<file path="src/rtl/spi_map_pkg.sv">
package spi_map_pkg;

   localparam int OPC_W = 8;

   // supported command bytes
   localparam logic [OPC_W-1:0] OPC_READ    = 8'h40;
   localparam logic [OPC_W-1:0] OPC_WRITE   = 8'hC0;
   localparam logic [OPC_W-1:0] OPC_BUMP_WR = 8'hC8;
   localparam logic [OPC_W-1:0] OPC_ADD1    = 8'hD0;
   localparam logic [OPC_W-1:0] OPC_ADD2    = 8'hD2;
   localparam logic [OPC_W-1:0] OPC_ADD4    = 8'hD4;

   typedef enum logic [2:0] {
      ST_IDLE,
      ST_OPC,
      ST_RD,
      ST_WR,
      ST_DRAIN
   } map_state_t;

endpackage

</file>
<file path="src/rtl/spi_map_sync.sv">
module spi_map_sync #(
   parameter int STAGES = 2
) (
   input  logic clk,
   input  logic rst_n,
   input  logic sclk_i,
   input  logic cs_n_i,
   input  logic mosi_i,
   output logic sclk_rise,
   output logic sclk_fall,
   output logic cs_n_s,
   output logic mosi_s
);

   generate
      if (STAGES < 2) begin : g_bad_stages
         $error("spi_map_sync: STAGES must be at least 2");
      end
   endgenerate

   logic [STAGES-1:0] sclk_p;
   logic [STAGES-1:0] cs_p;
   logic [STAGES-1:0] mosi_p;
   logic              sclk_d;

   always_ff @(posedge clk or negedge rst_n) begin
      if (!rst_n) begin
         sclk_p <= '0;
         cs_p   <= '1;
         mosi_p <= '0;
         sclk_d <= 1'b0;
      end else begin
         sclk_p <= {sclk_p[STAGES-2:0], sclk_i};
         cs_p   <= {cs_p[STAGES-2:0], cs_n_i};
         mosi_p <= {mosi_p[STAGES-2:0], mosi_i};
         sclk_d <= sclk_p[STAGES-1];
      end
   end

   assign sclk_rise = sclk_p[STAGES-1] & ~sclk_d;
   assign sclk_fall = ~sclk_p[STAGES-1] & sclk_d;
   assign cs_n_s    = cs_p[STAGES-1];
   assign mosi_s    = mosi_p[STAGES-1];

endmodule

</file>
<file path="src/rtl/spi_map_ptr_bank.sv">
module spi_map_ptr_bank #(
   parameter int ADDR_W = 10,
   parameter int SEL_W  = 2
) (
   input  logic                          clk,
   input  logic                          rst_n,
   input  logic [SEL_W-1:0]              sel,
   input  logic                          inc_en,
   input  logic [2:0]                    inc_amt,
   output logic [ADDR_W-1:0]             ptr_act,
   output logic [(1<<SEL_W)*ADDR_W-1:0]  ptr_flat
);

   localparam int NPTR = 1 << SEL_W;

   generate
      if (ADDR_W < 3) begin : g_bad_addr
         $error("spi_map_ptr_bank: ADDR_W must be at least 3");
      end
   endgenerate

   logic [ADDR_W-1:0] ptr_q [NPTR];

   generate
      for (genvar g = 0; g < NPTR; g++) begin : g_ptr
         always_ff @(posedge clk or negedge rst_n) begin
            if (!rst_n) begin
               ptr_q[g] <= '0;
            end else if (inc_en && (sel == SEL_W'(g))) begin
               ptr_q[g] <= ptr_q[g] + ADDR_W'(inc_amt);
            end
         end
         assign ptr_flat[g*ADDR_W +: ADDR_W] = ptr_q[g];
      end
   endgenerate

   assign ptr_act = ptr_q[sel];

endmodule

</file>
<file path="src/rtl/spi_map_engine.sv">
module spi_map_engine
   import spi_map_pkg::*;
#(
   parameter int ADDR_W      = 10,
   parameter int DATA_W      = 16,
   parameter int CFG_W       = 16,
   parameter int SEL_LSB     = 10,
   parameter int SEL_W       = 2,
   parameter int SYNC_STAGES = 2,
   parameter int RD_LAT      = 1
) (
   input  logic              clk,
   input  logic              rst_n,
   input  logic [CFG_W-1:0]  cfg_word,
   input  logic              spi_sclk,
   input  logic              spi_cs_n,
   input  logic              spi_mosi,
   output logic              spi_miso,
   output logic [ADDR_W-1:0] mem_addr,
   output logic              mem_rd,
   output logic              mem_wr,
   output logic [DATA_W-1:0] mem_wdata,
   input  logic [DATA_W-1:0] mem_rdata
);

   localparam int CNT_W = $clog2(DATA_W);
   localparam int NPTR  = 1 << SEL_W;
   localparam logic [CNT_W-1:0] OPC_LAST  = CNT_W'(OPC_W - 1);
   localparam logic [CNT_W-1:0] WORD_LAST = CNT_W'(DATA_W - 1);

   generate
      if (DATA_W < OPC_W || DATA_W != (1 << CNT_W)) begin : g_bad_data
         $error("spi_map_engine: DATA_W must be a power of two no smaller than 8");
      end
      if (SEL_LSB + SEL_W > CFG_W) begin : g_bad_sel
         $error("spi_map_engine: select field lies outside cfg_word");
      end
      if (RD_LAT < 1) begin : g_bad_lat
         $error("spi_map_engine: RD_LAT must be at least 1");
      end
   endgenerate

   // synchronised SPI view
   logic sclk_rise, sclk_fall, cs_n_s, mosi_s;

   spi_map_sync #(.STAGES(SYNC_STAGES)) u_sync (
      .clk      (clk),
      .rst_n    (rst_n),
      .sclk_i   (spi_sclk),
      .cs_n_i   (spi_cs_n),
      .mosi_i   (spi_mosi),
      .sclk_rise(sclk_rise),
      .sclk_fall(sclk_fall),
      .cs_n_s   (cs_n_s),
      .mosi_s   (mosi_s)
   );

   map_state_t             state;
   logic [SEL_W-1:0]       sel_q;
   logic [OPC_W-2:0]       op_sh;
   logic [CNT_W-1:0]       bitcnt;
   logic [DATA_W-1:0]      rx_sh;
   logic [DATA_W-1:0]      tx_sh;
   logic                   rd_valid;
   logic                   inc_en;
   logic [2:0]             inc_amt;
   logic [ADDR_W-1:0]      ptr_act;
   logic [NPTR*ADDR_W-1:0] ptr_flat;

   logic [OPC_W-1:0]  opc_byte;
   logic [DATA_W-1:0] rx_word;
   logic              op_done;
   logic              word_done;

   assign opc_byte  = {op_sh, mosi_s};
   assign rx_word   = {rx_sh[DATA_W-2:0], mosi_s};
   assign op_done   = (state == ST_OPC) && sclk_rise && (bitcnt == OPC_LAST);
   assign word_done = sclk_rise && (bitcnt == WORD_LAST);

   spi_map_ptr_bank #(.ADDR_W(ADDR_W), .SEL_W(SEL_W)) u_ptrs (
      .clk     (clk),
      .rst_n   (rst_n),
      .sel     (sel_q),
      .inc_en  (inc_en),
      .inc_amt (inc_amt),
      .ptr_act (ptr_act),
      .ptr_flat(ptr_flat)
   );

   // pointer update request
   always_comb begin
      inc_en  = 1'b0;
      inc_amt = 3'd0;
      if (!cs_n_s) begin
         if (op_done) begin
            case (opc_byte)
               OPC_ADD1, OPC_BUMP_WR: begin inc_en = 1'b1; inc_amt = 3'd1; end
               OPC_ADD2:              begin inc_en = 1'b1; inc_amt = 3'd2; end
               OPC_ADD4:              begin inc_en = 1'b1; inc_amt = 3'd4; end
               default:               ;
            endcase
         end else if ((state == ST_RD || state == ST_WR) && word_done) begin
            inc_en  = 1'b1;
            inc_amt = 3'd1;
         end
      end
   end

   // frame sequencer and memory requests
   always_ff @(posedge clk or negedge rst_n) begin
      if (!rst_n) begin
         state     <= ST_IDLE;
         sel_q     <= '0;
         op_sh     <= '0;
         bitcnt    <= '0;
         rx_sh     <= '0;
         mem_addr  <= '0;
         mem_rd    <= 1'b0;
         mem_wr    <= 1'b0;
         mem_wdata <= '0;
      end else begin
         mem_rd <= 1'b0;
         mem_wr <= 1'b0;
         if (cs_n_s) begin
            state  <= ST_IDLE;
            bitcnt <= '0;
         end else begin
            case (state)
               ST_IDLE: begin
                  state  <= ST_OPC;
                  bitcnt <= '0;
                  sel_q  <= cfg_word[SEL_LSB +: SEL_W];
               end
               ST_OPC: begin
                  if (sclk_rise) begin
                     op_sh  <= opc_byte[OPC_W-2:0];
                     bitcnt <= bitcnt + CNT_W'(1);
                     if (bitcnt == OPC_LAST) begin
                        bitcnt <= '0;
                        case (opc_byte)
                           OPC_READ: begin
                              state    <= ST_RD;
                              mem_addr <= ptr_act;
                              mem_rd   <= 1'b1;
                           end
                           OPC_WRITE, OPC_BUMP_WR: state <= ST_WR;
                           default:                state <= ST_DRAIN;
                        endcase
                     end
                  end
               end
               ST_RD: begin
                  if (sclk_rise) begin
                     bitcnt <= bitcnt + CNT_W'(1);
                     if (word_done) begin
                        mem_addr <= ptr_act + ADDR_W'(1);
                        mem_rd   <= 1'b1;
                     end
                  end
               end
               ST_WR: begin
                  if (sclk_rise) begin
                     rx_sh  <= rx_word;
                     bitcnt <= bitcnt + CNT_W'(1);
                     if (word_done) begin
                        mem_addr  <= ptr_act;
                        mem_wdata <= rx_word;
                        mem_wr    <= 1'b1;
                     end
                  end
               end
               default: ;
            endcase
         end
      end
   end

   // read-data valid, delayed to match the memory latency
   generate
      if (RD_LAT == 1) begin : g_lat1
         always_ff @(posedge clk or negedge rst_n) begin
            if (!rst_n) rd_valid <= 1'b0;
            else        rd_valid <= mem_rd;
         end
      end else begin : g_latn
         logic [RD_LAT-1:0] rd_pipe;
         always_ff @(posedge clk or negedge rst_n) begin
            if (!rst_n) rd_pipe <= '0;
            else        rd_pipe <= {rd_pipe[RD_LAT-2:0], mem_rd};
         end
         assign rd_valid = rd_pipe[RD_LAT-1];
      end
   endgenerate

   // outbound shifter: load on data return, shift on falling SCLK inside a word
   always_ff @(posedge clk or negedge rst_n) begin
      if (!rst_n) begin
         tx_sh <= '0;
      end else if (cs_n_s) begin
         tx_sh <= '0;
      end else if (rd_valid) begin
         tx_sh <= mem_rdata;
      end else if (state == ST_RD && sclk_fall && bitcnt != '0) begin
         tx_sh <= {tx_sh[DATA_W-2:0], 1'b0};
      end
   end

   assign spi_miso = tx_sh[DATA_W-1];

endmodule

</file>
<file path="config.mk">
export PLATFORM = sky130hd
export DESIGN_NAME = spi_map_engine
export DESIGN_NICKNAME = d
export VERILOG_FILES = /design/src/rtl/spi_map_pkg.sv /design/src/rtl/spi_map_sync.sv /design/src/rtl/spi_map_ptr_bank.sv /design/src/rtl/spi_map_engine.sv
export SDC_FILE = /design/constraint.sdc
export NUM_CORES = 1
export LEC_CHECK = 0
export BUFFER_PORTS_ARGS = -buffer_cell sky130_fd_sc_hd__buf_2
export CAP_MARGIN = 20
export CORE_MARGIN = 3
export CORE_UTILIZATION = 40
export CTS_CLUSTER_DIAMETER = 100
export CTS_CLUSTER_SIZE = 8
export DETAILED_ROUTE_END_ITERATION = 6
export GPL_TIMING_DRIVEN = 0
export PLACE_DENSITY_LB_ADDON = 0.2
export SYNTH_ARGS = -nofsm -noshare
export SYNTH_HDL_FRONTEND = slang
export SYNTH_SLANG_ARGS = --single-unit
</file>
<file path="constraint.sdc">
create_clock -name clk -period 3.21 [get_ports clk]
set_input_delay 0.1605 -clock clk [delete_from_list [all_inputs] [get_ports clk]]
set_output_delay 0.1605 -clock clk [all_outputs]
set_load 0.01 [all_outputs]
</file>
==> metrics.txt <==
outcome=complete, no violations; period utilization=around 94%; Yosys reg bits=about 120; pre-CTS WS=-0.910 ns; DRC=0; Rows=44; Max Clock Skew=0.00765 ns; first-pass GRT wire length=between 20000 and 25000 um; Mapped Area=~6000 um2; Ant. Diodes=0; Worst VDD drop=~0.41 mV; required time worst endpoint=between 3 and 4 ns; WHS Path Cells=3; Crit path top cell by count=nor2_1; Port Buf Inserts=between 50 and 60; synthesized instance count=505; Total Power=~3.6 mW; critical path class=reg2reg; Worst Hold Endpoint=tx_sh[0]$_DFFE_PN0P_; Slew Limit Fails=0; fraction of registers with async set/reset=100%; GRT Total Usage=around 15%; Startpoint Class=flop; Die H=129 um; DP Area=6550 um2; CP endpoint kind=flop; total CTS buffers=17; unrepaired setup endpoints after global routing=yes; most used flip-flop cell after synthesis=dfrtp_1; Worst-path clk slew=approximately 0.060 ns; minimum clock period=3.02 ns; worst min-delay path category=in2reg; HP Start=mem_rdata[0]; post-synth cell types=between 40 and 50; most frequent cells in the layout=dfrtp_1, buf_2, mux2_2; Seq/Total Area, Yosys=about half; Final Cell Area=around 7300 um2; number of synthesized flops with an enable pin=0; I/O pin count=66; FF-to-FF setup slack=between 0.15 and 0.2 ns; Final GP Congestion=just over 0.8; largest net degree at the start of global routing=64; worst-path maximum fanout=6; Worst Path Buf+Inv=0; vias in the first global route=just under 4000; PD cells=490 nW/um2; initial antenna violation count=0; Leak=approximately 3.4 nW; DP HPWL=8560 um; remaining global-route overflow=0; Fillers=1308; Core ar.=14600 um2; antenna-violating nets left=0; CTS H-tree lvls=4; top cell type's share of synthesized area=50.2%; Slew headroom=42.9%; Die W=around 130 um; Reg2Reg Depth=12; post-synth top area cell=dfrtp_1; Slew @ Worst Pin=approximately 0.86 ns; r2r endpoint=u_ptrs.ptr_flat[28]$_DFFE_PN0P_; CP peak stage delay=between 0.5 and 0.6 ns; Die ar.=about 17000 um2; clk_lat worst skew=around 0.42 ns; grt met1 use=between 20% and 30%; Peak Freq=around 330 MHz; First DRT Iteration DRCs=roughly 230; layout cell share with drive strength beyond 1=a little under a third; reg-to-reg startpoint=bitcnt[1]$_DFFE_PN0P_; Post-Syn Nets=561; Initial DRT Pass Iterations=4; final critical-path setup slack=0.190 ns; average size of a mapped cell=11.9 um2; grt met2 use=around 22%; clock tree buffer depth=2; routed vias=~4000; Worst Path Arrival=3.31 ns; Ys Warns=0; Fin. Hold Viols=0; routed vias/inst=around 5.2; CTS tree=done; # nets final=between 600 and 700; WL final=approximately 12000 um; M3 GR Usage=under 10%; kind of cell adding the most delay to the critical path=simple AND/OR/NAND/NOR gates; initial core utilization=roughly two fifths; routed len/inst=approximately 15 um; busiest layer in global routing=met2; most common cell after layout, fill and taps aside=dfrtp_1; dominant cells by area after synthesis=dfrtp_1, mux2_2, mux4_2; maxcap violations=0; final setup vio count=0; clk sink count=between 100 and 150; area grow syn2layout=20.5%; Slowest-stage cell, CP=or4_4; clock root cell=clkbuf_16; crit path cell chain=ha_2 > nand3b_1 > or4_4 > a211oi_4 > nor2b_4 > ha_1 > fa_1 > a21oi_1 > nor2_1 > o311ai_2 > nor2_1 > xor2_1
-- worst max path at each step --
stage               slack, ns                  start  cells past startpoint                              end
global placement        -0.80   state[2]$_DFFE_PN0P_                     11  u_ptrs.ptr_flat[16]$_DFFE_PN0P_
floorplan                0.10   state[2]$_DFFE_PN0P_                     11  u_ptrs.ptr_flat[19]$_DFFE_PN0P_
CTS                   -0.0002  bitcnt[1]$_DFFE_PN0P_                     13  u_ptrs.ptr_flat[26]$_DFFE_PN0P_
finish                   0.19  bitcnt[1]$_DFFE_PN0P_                     12  u_ptrs.ptr_flat[28]$_DFFE_PN0P_
detailed placement      -0.91   state[2]$_DFFE_PN0P_                     11  u_ptrs.ptr_flat[16]$_DFFE_PN0P_
global route            -0.03   state[2]$_DFFE_PN0P_                     12  u_ptrs.ptr_flat[19]$_DFFE_PN0P_
-- worst reg2reg max path: cells and delay by family, from the launching register on --
family / cells / cell delay (ns)
AOI/OAI and AO/OA: 3 / 0.51
xor gates and xnor gates: 1 / 0.16
adders and majority gates: 3 / 0.86
DFF: 1 / 0.40
and+or+nand+nor: 5 / 0.96
-- cells by family after synthesis --
| kind of cell | Yosys count | share of synthesized area (%) |
|---|---|---|
| AOI/OAI and AO/OA | 64 | 7.64 |
| xor gates and xnor gates | 41 | 5.96 |
| adders and majority gates | 19 | 4.44 |
| buffers and inverters | 39 | 2.62 |
| DFF | 123 | 51.1 |
| muxes | 77 | 16.1 |
| and+or+nand+nor | 142 | 12.1 |
-- flip-flops by register name (all words and copies together) (netlist names), 2 cells and up --
signal and cells:
bitcnt 4, mem_addr 10, mem_wdata 16, op_sh 7
rx_sh 15, sel_q 2, state 3, tx_sh 16
u_ptrs.ptr_flat 40, u_sync.cs_p 2, u_sync.mosi_p 2, u_sync.sclk_p 2
-- cell usage after synthesis (3+ instances only) --
cell      instances
nand2_1          42
mux2i_1          18
nand3_1           6
a21oi_1          23
xor2_1           28
nand4_1           5
mux4_2           11
a21o_1            5
buf_2             9
and3_1            4
nor3b_1           8
o31ai_1          15
nor2_1           30
nor2b_1           3
nand2b_1          5
inv_1            15
o21ai_0           8
and2_1            3
dfrtp_1         121
mux2_2           48
xnor2_1          13
nor3_1           16
fa_1              4
clkbuf_1         14
nor4_1            3
nor4b_1           5
ha_1             15
-- routing by layer --
| metal | vias to the layer above | routed length, um |
|---|---|---|
| met1 | 1996 | 5920 |
| met5 | - | 0 |
| met3 | 16 | 517 |
| met2 | 79 | 5260 |
| met4 | 0 | 193 |
| li1 | 1961 | - |
-- through the flow --
| step | hold slack, ns | util, % | TNS, ns | std cells |
|---|---|---|---|---|
| finish | 0.0196 | 49.6 | 0 | 780 |
| detailed placement | 0.180 | 44.7 | -23.34 | 741 |
| CTS | 0.00335 | 49.1 | -0.000200 | 779 |
| global route | 0.0243 | 49.6 | -0.0348 | 780 |
| global placement | 0.266 | 44.5 | -19.82 | 740 |
| floorplan | -0.135 | - | 0 | 505 |
-- report_power, final --
part           switching, mW  internal (mW)  total (mW)
Clock                  0.736           1.00        1.74
Combinational          0.110         0.0816       0.192
Sequential            0.0457           1.58        1.63
-- area by class of cell --
cell class | instances | area, um2 | area share [%]
Buffer | 22 | 93.8 | 1.29
Clock buffer | 18 | 429 | 5.91
Clock inverter | 14 | 114 | 1.57
Inverter | 15 | 56.3 | 0.775
Multi-Input combinational cell | 343 | 2890 | 39.8
Sequential cell | 123 | 3080 | 42.4
Tap cell | 184 | 230 | 3.17
Timing Repair Buffer | 61 | 372 | 5.12
-- what timing repair did --
action,4_1_cts,5_1_grt
hold buffers,6,0
endpoints found under the hold margin,63,0
gates resized for setup,11,11
setup buffers,0,3
pin swaps,0,1
endpoints found under the setup margin,34,29
(Power assumes the default switching activity.)
